**src/rtl/tp_pkg.sv**
```systemverilog
package tp_pkg;
  typedef enum logic {
    TP_IDLE = 1'b0,
    TP_RUN  = 1'b1
  } tp_state_e;
endpackage

```
**src/rtl/tp_side_ptr.sv**
```systemverilog
module tp_side_ptr #(
  parameter int MAX_VL = 64,
  localparam int IDX_W = $clog2(MAX_VL),
  localparam int CNT_W = IDX_W + 1
) (
  input  logic              clk,
  input  logic              rst_n,
  input  logic              load_i,
  input  logic              adv_i,
  input  logic              vec_i,
  input  logic [MAX_VL-1:0] mask_i,
  input  logic [CNT_W-1:0]  vl_i,
  output logic [IDX_W-1:0]  idx_o,
  output logic              hit_o
);

  // lowest set mask bit in [from, vl); result is {found, index}
  function automatic logic [IDX_W:0] scan_from(
    input logic [MAX_VL-1:0] mask,
    input logic [CNT_W-1:0]  from,
    input logic [CNT_W-1:0]  vl
  );
    logic             found;
    logic [IDX_W-1:0] pos;
    found = 1'b0;
    pos   = '0;
    for (int k = MAX_VL - 1; k >= 0; k--) begin
      if (mask[k] && (CNT_W'(k) >= from) && (CNT_W'(k) < vl)) begin
        found = 1'b1;
        pos   = IDX_W'(k);
      end
    end
    return {found, pos};
  endfunction

  logic [CNT_W-1:0] ptr_q;
  logic [IDX_W:0]   scan;

  assign scan = scan_from(mask_i, ptr_q, vl_i);

  always_comb begin
    if (vec_i) begin
      hit_o = scan[IDX_W];
      idx_o = scan[IDX_W-1:0];
    end else begin
      hit_o = (vl_i != '0);
      idx_o = '0;
    end
  end

  always_ff @(posedge clk or negedge rst_n) begin
    if (!rst_n) begin
      ptr_q <= '0;
    end else if (load_i) begin
      ptr_q <= '0;
    end else if (adv_i && vec_i) begin
      ptr_q <= {1'b0, idx_o} + CNT_W'(1);
    end
  end

endmodule

```
**src/rtl/twin_pred_seq.sv**
```systemverilog
module twin_pred_seq #(
  parameter int MAX_VL = 64,
  localparam int IDX_W = $clog2(MAX_VL),
  localparam int CNT_W = IDX_W + 1
) (
  input  logic              clk,
  input  logic              rst_n,
  input  logic              start_i,
  input  logic [CNT_W-1:0]  vl_i,
  input  logic [MAX_VL-1:0] src_mask_i,
  input  logic [MAX_VL-1:0] dst_mask_i,
  input  logic              src_vec_i,
  input  logic              dst_vec_i,
  output logic              pair_valid_o,
  input  logic              pair_ready_i,
  output logic [IDX_W-1:0]  src_idx_o,
  output logic [IDX_W-1:0]  dst_idx_o,
  output logic              busy_o,
  output logic              done_o
);
  import tp_pkg::*;

  function automatic logic [CNT_W-1:0] clamp_vl(input logic [CNT_W-1:0] v);
    return (v > CNT_W'(MAX_VL)) ? CNT_W'(MAX_VL) : v;
  endfunction

  tp_state_e         state_q;
  logic [CNT_W-1:0]  vl_q;
  logic [MAX_VL-1:0] smask_q, dmask_q;
  logic              svec_q, dvec_q;
  logic              done_q;

  logic start_take, pair_fire, seq_end, s_hit, d_hit;

  assign busy_o       = (state_q == TP_RUN);
  assign start_take   = (state_q == TP_IDLE) && start_i;
  assign pair_valid_o = busy_o && s_hit && d_hit;
  assign pair_fire    = pair_valid_o && pair_ready_i;
  assign seq_end      = busy_o && (!(s_hit && d_hit) || (pair_fire && !dvec_q));
  assign done_o       = done_q;

  // one pointer per side
  for (genvar g = 0; g < 2; g++) begin : g_side
    logic              vec_w, hit_w;
    logic [MAX_VL-1:0] mask_w;
    logic [IDX_W-1:0]  idx_w;
    assign vec_w  = (g == 0) ? svec_q : dvec_q;
    assign mask_w = (g == 0) ? smask_q : dmask_q;
    tp_side_ptr #(.MAX_VL(MAX_VL)) u_ptr (
      .clk    (clk),
      .rst_n  (rst_n),
      .load_i (start_take),
      .adv_i  (pair_fire),
      .vec_i  (vec_w),
      .mask_i (mask_w),
      .vl_i   (vl_q),
      .idx_o  (idx_w),
      .hit_o  (hit_w)
    );
  end

  assign s_hit     = g_side[0].hit_w;
  assign d_hit     = g_side[1].hit_w;
  assign src_idx_o = g_side[0].idx_w;
  assign dst_idx_o = g_side[1].idx_w;

  always_ff @(posedge clk or negedge rst_n) begin
    if (!rst_n) begin
      state_q <= TP_IDLE;
      vl_q    <= '0;
      smask_q <= '0;
      dmask_q <= '0;
      svec_q  <= 1'b0;
      dvec_q  <= 1'b0;
      done_q  <= 1'b0;
    end else begin
      done_q <= seq_end;
      if (start_take) begin
        state_q <= TP_RUN;
        vl_q    <= clamp_vl(vl_i);
        smask_q <= src_mask_i;
        dmask_q <= dst_mask_i;
        svec_q  <= src_vec_i;
        dvec_q  <= dst_vec_i;
      end else if (seq_end) begin
        state_q <= TP_IDLE;
      end
    end
  end

endmodule

```
**config.mk**
```make
export PLATFORM = sky130hd
export DESIGN_NAME = twin_pred_seq
export DESIGN_NICKNAME = d
export VERILOG_FILES = /design/src/rtl/tp_pkg.sv /design/src/rtl/tp_side_ptr.sv /design/src/rtl/twin_pred_seq.sv
export SDC_FILE = /design/constraint.sdc
export NUM_CORES = 1
export LEC_CHECK = 0
export BUFFER_PORTS_ARGS = -buffer_cell sky130_fd_sc_hd__clkbuf_2
export CORE_MARGIN = 2
export CORE_UTILIZATION = 54
export CTS_CLUSTER_DIAMETER = 30
export CTS_CLUSTER_SIZE = 28
export DETAILED_ROUTE_END_ITERATION = 8
export PLACE_DENSITY = 0.8
export SYNTH_ARGS = -nofsm -noshare
export SYNTH_HDL_FRONTEND = slang
export SYNTH_HIERARCHICAL = 1
export SYNTH_SLANG_ARGS = --single-unit
```
**constraint.sdc**
```tcl
create_clock -name clk -period 3.6 [get_ports clk]
set_input_delay 0.36 -clock clk [delete_from_list [all_inputs] [get_ports clk]]
set_output_delay 0.36 -clock clk [all_outputs]
set_load 0.03 [all_outputs]
```
==> run summary, run 1 <==
status = complete, but fails checks
failing checks = design-rule violations, negative setup slack
Initial Utilization = 0.554
Yosys top cell area share = 0.328
count leader, synth = dfrtp_1
Clock Sinks = 153
hold path startpoint = src_mask_i[15]
crit-path max FO = 9
EDFF count, synth = 0
highest-delay cell along the critical path = dfrtp_2
Hold Crit Class = primary input to flip-flop
Layout Nets = 1770
Largest stage delay, worst path = 0.45 ns
CP endpoint kind = primary output
core area = 0.0211 mm2
drt wl/cell = 25.5 um
final period utilization = 1.11
Root Buffer = clkbuf_16
largest net degree at the start of global routing = 100
vias per cell = 6.93
Cell variety after synth = 84
Post-DP Area = 0.0144 mm2
Max IR drop VDD = 0.627 mV
R2R Path Start = g_side[0].u_ptr/ptr_q[1]
Detailed Place HPWL = 33200 um
fin cells = 1915
R2R depth = 15
Worst R2R Setup Slack = -0.30 ns
Net Count, Synth = 1347
PortBufs = 155
biggest area consumer among synthesized cells = dfrtp_1
leakage = 7.35 nW
hold depth = 2
CTS Buffer Depth = 2
Synth Instances = 1204
design area = 0.0166 mm2
global placement routability congestion = 1.14
Ports = 156
Crit Reg-Reg Endpoint = g_side[0].u_ptr/ptr_q[4]
critical-path cell list = buf_8, buf_4, a31oi_1, or2_2, a21oi_2, a311o_1, o211ai_1, a31oi_1, o31a_1, nand2b_4, a31oi_4, buf_4, clkbuf_8
All-Layer GR Usage = 0.391
final setup margin = -0.397 ns
top routing layer used = met4
vias in the first global route = 12600
clock skew = 0.0119 ns
fin. max-slew vios = 0
worst slack, placed = -0.185 ns
Post-synth top flop = dfrtp_1
H-tree depth = 4
slew of the pin with the lowest slew margin = 0.916 ns
sequential share of the synthesized area = 0.328
Hold WS = 0.142 ns
WL met1 = 16700 um
Final setup viols = 22
Inst Count DP = 1820
DR WL met3 = 5480 um
post-layout util = 0.789
RSZ-0062 raised after global routing = yes
power density cells = 1220 mW/mm2
Avg Inst Size Synth = 9.70 um2
Crit path required time = 3.24 ns
Min-Delay Endpoint = g_side[0].mask_w[15]
initial DRC count = 1910
chip height = 151 um
share of layout cells above drive strength 1 = 0.534
minimum clock period = 4.00 ns
vias = 13300
Worst-path clk slew = 0.07 ns
Startpoint Class = flip-flop
TritonCTS clock tree = built
DRT Wirelength = 48800 um
total grt overflow = 0
synth warn = 6
Synth Cell Area = 0.0117 mm2
Worst slew margin = 0.389
Pre-antenna DRT Iters = 9
first-pass GRT wire length = 68200 um
setup TNS = -3.87 ns
FFs w/ async S/R, synth = 1.00
maximum clock rate = 250 MHz
row count = 53
area grow syn2layout = 42.5%
most area-consuming cells after synthesis = dfrtp_1 (33%), mux2_4 (13%), mux2_2 (3.5%)
Worst EP arrival = 3.64 ns
die area = 0.0228 mm2
DRC violations left = 4
kind of critical path = flip-flop to primary output
initial antenna violation count = 0
met2 WL = 21700 um
number of antenna diodes = 0
CTS buffer count = 17
max-cap viol count = 0
total chip power = 20.4 mW
final hold vios = 0
filler instances = 1278
Seq cells post-synth = 153
top cells by count, synth = dfrtp_1 (153), mux2_4 (101), nor2_1 (78)
Post-DRT Antenna Nets = 0
Die W = 151 um
clk_lat worst skew = 0.44 ns
cell families (layout without fill, tap and decap cells):
family	after synthesis	count (layout)	share of synthesized area
multiplexers	137	137	0.165
flip-flops	153	153	0.328
AND/OR/NAND/NOR	394	394	0.185
buffers and inverters	112	548	0.0591
adder cells (fa/ha/maj)	2	2	0.00214
XOR/XNOR	4	4	0.00300
AO/OA/AOI/OAI	402	402	0.258
area by class of cell:
| type | instances | area [um2] | share of cell area |
|---|---|---|---|
| clock inverters | 15 | 119 | 0.00714 |
| inverters | 19 | 71.3 | 0.00429 |
| flip-flops and latches | 153 | 3850 | 0.231 |
| multi-input cells | 939 | 8130 | 0.489 |
| repair buffers | 497 | 3700 | 0.222 |
| well taps | 275 | 344 | 0.0207 |
| clock buffers | 17 | 425 | 0.0256 |
repair_timing:
action,CTS,global route
pin swaps,56,61
setup buffers,30,31
hold buffers,1,0
gates resized for setup,150,135
hold endpoints to repair,32,0
setup endpoints to repair,26,27
cloned,0,3
worst max path at each step:
stage,startpoint,end,depth (start not counted)
floorplan,vl_q[6],g_side[0].u_ptr/ptr_q[0],14
global placement,vl_q[4],g_side[0].u_ptr/ptr_q[2],16
detailed placement,vl_q[3],g_side[0].u_ptr/ptr_q[0],12
CTS,vl_q[6],src_idx_o[2],11
global route,g_side[0].u_ptr/ptr_q[1],src_idx_o[2],11
finish,vl_q[5],src_idx_o[1],13
critical path, delay by kind of cell, from the launching register on:
family	cells	cell delay [ns]
buffers and inverters	4	0.59
AND/OR/NAND/NOR	2	0.45
AO/OA/AOI/OAI	7	1.69
flip-flops	1	0.45
power by group:
part | internal (mW) | switching (mW) | leakage (nW)
Clock | 0.897 | 0.828 | 0.268
Combinational | 7.30 | 7.79 | 5.28
Sequential | 2.58 | 0.970 | 1.80
placed cells by master (no fill, tap or decap), types with 11 or more instances in the layout:
master     count
nor2_1        69
and2_1        12
o211a_1       13
nand2_1       66
mux2_4       101
a21oi_2       12
buf_6         37
nand4_1       20
and3_1        13
buf_4        294
o221ai_1      14
nor3_1        33
dfrtp_2       14
a211oi_2      11
o2111ai_1     12
clkbuf_2     142
o21a_1        12
a21oi_1       52
o21ai_1       11
a21o_1        11
o211ai_1      28
dfrtp_1      139
nor2b_1       12
inv_1         14
clkbuf_16     18
o21ai_0       53
nand3_1       28
nand2b_1      11
mux2_2        36
registers in the layout (all words and copies together), names as in the netlist:
signal / count
dvec_q: 1
done_o: 1
busy_o: 1
g_side.u_ptr/ptr_q: 14
g_side.vec_w: 1
dmask_q: 64
vl_q: 7
g_side.mask_w: 64
metal layers:
layer,up-vias,track usage
li1,5535,-
met1,6147,0.466
met2,1150,0.630
met3,434,0.0780
met4,0,0.288
met5,-,0
Note: power is estimated with default switching activity, not from simulation.
==> run 2: changes to the inputs <==
--- a/config.mk
+++ b/config.mk
@@ -6,7 +6,7 @@
 export NUM_CORES = 1
 export LEC_CHECK = 0
 export BUFFER_PORTS_ARGS = -buffer_cell sky130_fd_sc_hd__clkbuf_2
-export CORE_MARGIN = 2
+export CORE_MARGIN = 1.5
 export CORE_UTILIZATION = 54
 export CTS_CLUSTER_DIAMETER = 30
 export CTS_CLUSTER_SIZE = 28
==> run 2 against run 1 <==
Net effect:
- the run ends with negative setup slack left
- cell area rose by 2.3%
- flip-flop and latch count did not move
- final cell count rose by 0.99%
- routed wire length rose by 2.6%
- combinational power rose by 4%
- worst hold slack improved by 0.0031 ns
- global-route usage rose by 2.5 points
- clock power rose by 13%
- critical path type unchanged
- largest power group unchanged
==> run summary, run 2 (same netlist as run 1, synthesis figures left out) <==
Post-DRT Antenna Nets = 0 (unchanged)
most used cell, CP = buf_8
DR WL met3 = 5120 um (-6.5%)
max-cap viol count = 0 (unchanged)
All-Layer GR Usage = 0.416 (+0.0247)
failing checks = negative setup slack
largest net degree at the start of global routing = 108 (+8.0%)
die area = 0.0225 mm2 (-1.3%)
CP endpoint kind = primary output
leakage = 7.48 nW (+1.8%)
met2 WL = 23000 um (+6.1%)
leading cell type in the layout, fill and taps excluded = buf_4
DRC violations left = 0 (-4)
Crit path required time = 3.24 ns (about the same)
CTS Buffer Depth = 2 (unchanged)
row count = 53 (unchanged)
minimum clock period = 3.98 ns (-0.0189 ns)
vias per cell = 6.89 (-0.58%)
highest-delay cell along the critical path = or4_4
global placement routability congestion = 1.08 (-4.8%)
PortBufs = 155 (unchanged)
top routing layer used = met4
Worst R2R Setup Slack = -0.25 ns (+0.05 ns)
Hold Crit Class = primary input to flip-flop
CP startpoint = vl_q[4]
maximum clock rate = 251 MHz (+0.47%)
post-layout util = 0.807 (+0.0183)
number of antenna diodes = 0 (unchanged)
clk_lat worst skew = 0.44 ns (about the same)
vias = 13300 (+0.41%)
final period utilization = 1.10 (-0.00524)
R2R Path Start = vl_q[6]
power density cells = 1250 mW/mm2 (+1.7%)
vias in the first global route = 12800 (+1.8%)
Worst-path clk slew = 0.07 ns (about the same)
RSZ-0062 raised after global routing = yes
crit path to = src_idx_o[2]
WL met1 = 17300 um (+3.9%)
Inst Count DP = 1841 (+1.2%)
Final setup viols = 23 (+4.5%)
final hold vios = 0 (unchanged)
fin. max-slew vios = 0 (unchanged)
TritonCTS clock tree = built
Largest stage delay, worst path = 0.62 ns (+0.17 ns)
Worst slew margin = 0.488 (+0.0988)
share of layout cells above drive strength 1 = 0.549 (+0.0150)
slew of the pin with the lowest slew margin = 0.768 ns (-0.148 ns)
setup TNS = -4.73 ns (-0.867 ns)
Initial Utilization = 0.554 (unchanged)
kind of critical path = flip-flop to primary output
Detailed Place HPWL = 34000 um (+2.2%)
CTS buffer count = 17 (unchanged)
Root Buffer = clkbuf_16
status = complete, but fails checks
Layout Nets = 1789 (+1.1%)
Worst EP arrival = 3.62 ns (-0.02 ns)
fin cells = 1934 (+0.99%)
crit-path max FO = 7 (-2)
total grt overflow = 0 (unchanged)
H-tree depth = 4 (unchanged)
R2R depth = 13 (-2)
Pre-antenna DRT Iters = 6 (-3)
initial antenna violation count = 0 (unchanged)
Crit Reg-Reg Endpoint = g_side[1].u_ptr/ptr_q[4]
area grow syn2layout = 45.8%
critical-path cell list = buf_8, or4_4, o211a_1, o21ai_2, nand3b_1, buf_6, a2111oi_4, nand4_1, o31ai_4, inv_2, buf_8
drt wl/cell = 25.9 um (+1.6%)
first-pass GRT wire length = 71100 um (+4.2%)
Ports = 156 (unchanged)
initial DRC count = 1836 (-3.9%)
DRT Wirelength = 50000 um (+2.6%)
Startpoint Class = flip-flop
final setup margin = -0.378 ns (+0.0189 ns)
Max IR drop VDD = 0.588 mV (-6.2%)
Die W = 150 um (-0.66%)
core area = 0.0211 mm2 (unchanged)
Clock Sinks = 153 (unchanged)
chip height = 150 um (-0.66%)
most frequent cells in the layout = buf_4 (319), clkbuf_2 (141), dfrtp_1 (137)
clock skew = 0.0106 ns (-0.00127 ns)
## run 2: changes by cell type in the layout (fill, tap and decap cells not counted), sizes merged
cell	before	now
bufbuf	0	1
inv	25	22
clkinvlp	2	3
buf	347	368
clkinv	7	3
bufinv	0	3
or4	6	7
clkbuf	166	165
## run 2: cell type report
| class | count | area, um2 |
|---|---|---|
| clock inverters | 12 | 165 |
| inverters | 19 | 73.8 |
| clock buffers | 20 | 447 |
| flip-flops and latches | 153 | 3850 |
| repair buffers | 515 | 3840 |
| multi-input cells | 940 | 8310 |
| fillers | 1292 | 4060 |
| well taps | 275 | 344 |
## run 2: worst max-delay path: cells and delay by family, from the launching register on
| kind | cells | cell delay [ns] |
|---|---|---|
| simple gates | 3 | 0.98 |
| buf+inv | 4 | 0.57 |
| compound gates | 4 | 1.15 |
| flops | 1 | 0.47 |
## run 2: report_power, final
group	total (mW)	leakage [nW]	switching [mW]	internal, mW
Clock	1.94	0.288	0.819	1.12
Combinational	15.7	5.39	8.08	7.65
Sequential	3.52	1.80	0.946	2.58
Total	21.2	7.48	9.85	11.4
## run 2: layer usage
layer,global-route usage,up-vias
met5,0,-
met4,0.303,0
met3,0.0863,378
met2,0.692,1111
met1,0.473,6238
li1,-,5593
## run 2: timing repair
item | in CTS | in global routing
setup endpoints to repair | 27 | 27
pin swaps | 50 | 68
gates resized for setup | 169 | 156
hold buffers | 1 | 0
setup buffers | 31 | 30
endpoints found under the hold margin | 54 | 0
cloned | 2 | 1
## run 2: worst min-delay path by stage
stage	endpoint	depth (start not counted)	from
after global routing	g_side[0].mask_w[56]	2	src_mask_i[56]
final	g_side[0].mask_w[53]	2	src_mask_i[53]
after detailed placement	dmask_q[33]	1	rst_n
after global placement	dmask_q[33]	1	rst_n
after CTS	dmask_q[43]	2	dst_mask_i[43]
after floorplan	busy_o	0	rst_n
## run 2: metrics by stage
stage                     power, mW  hold slack [ns]  instance area [um2]  setup WS, ns
after detailed placement       15.2            0.423                14500        -0.305
final                          21.2            0.145                17000        -0.378
after floorplan                10.3           0.0644                11700        0.0272
after global placement         15.1            0.404                14500        -0.244
after global routing           21.9            0.144                17000        -0.501
after CTS                      18.8            0.144                16100        -0.236
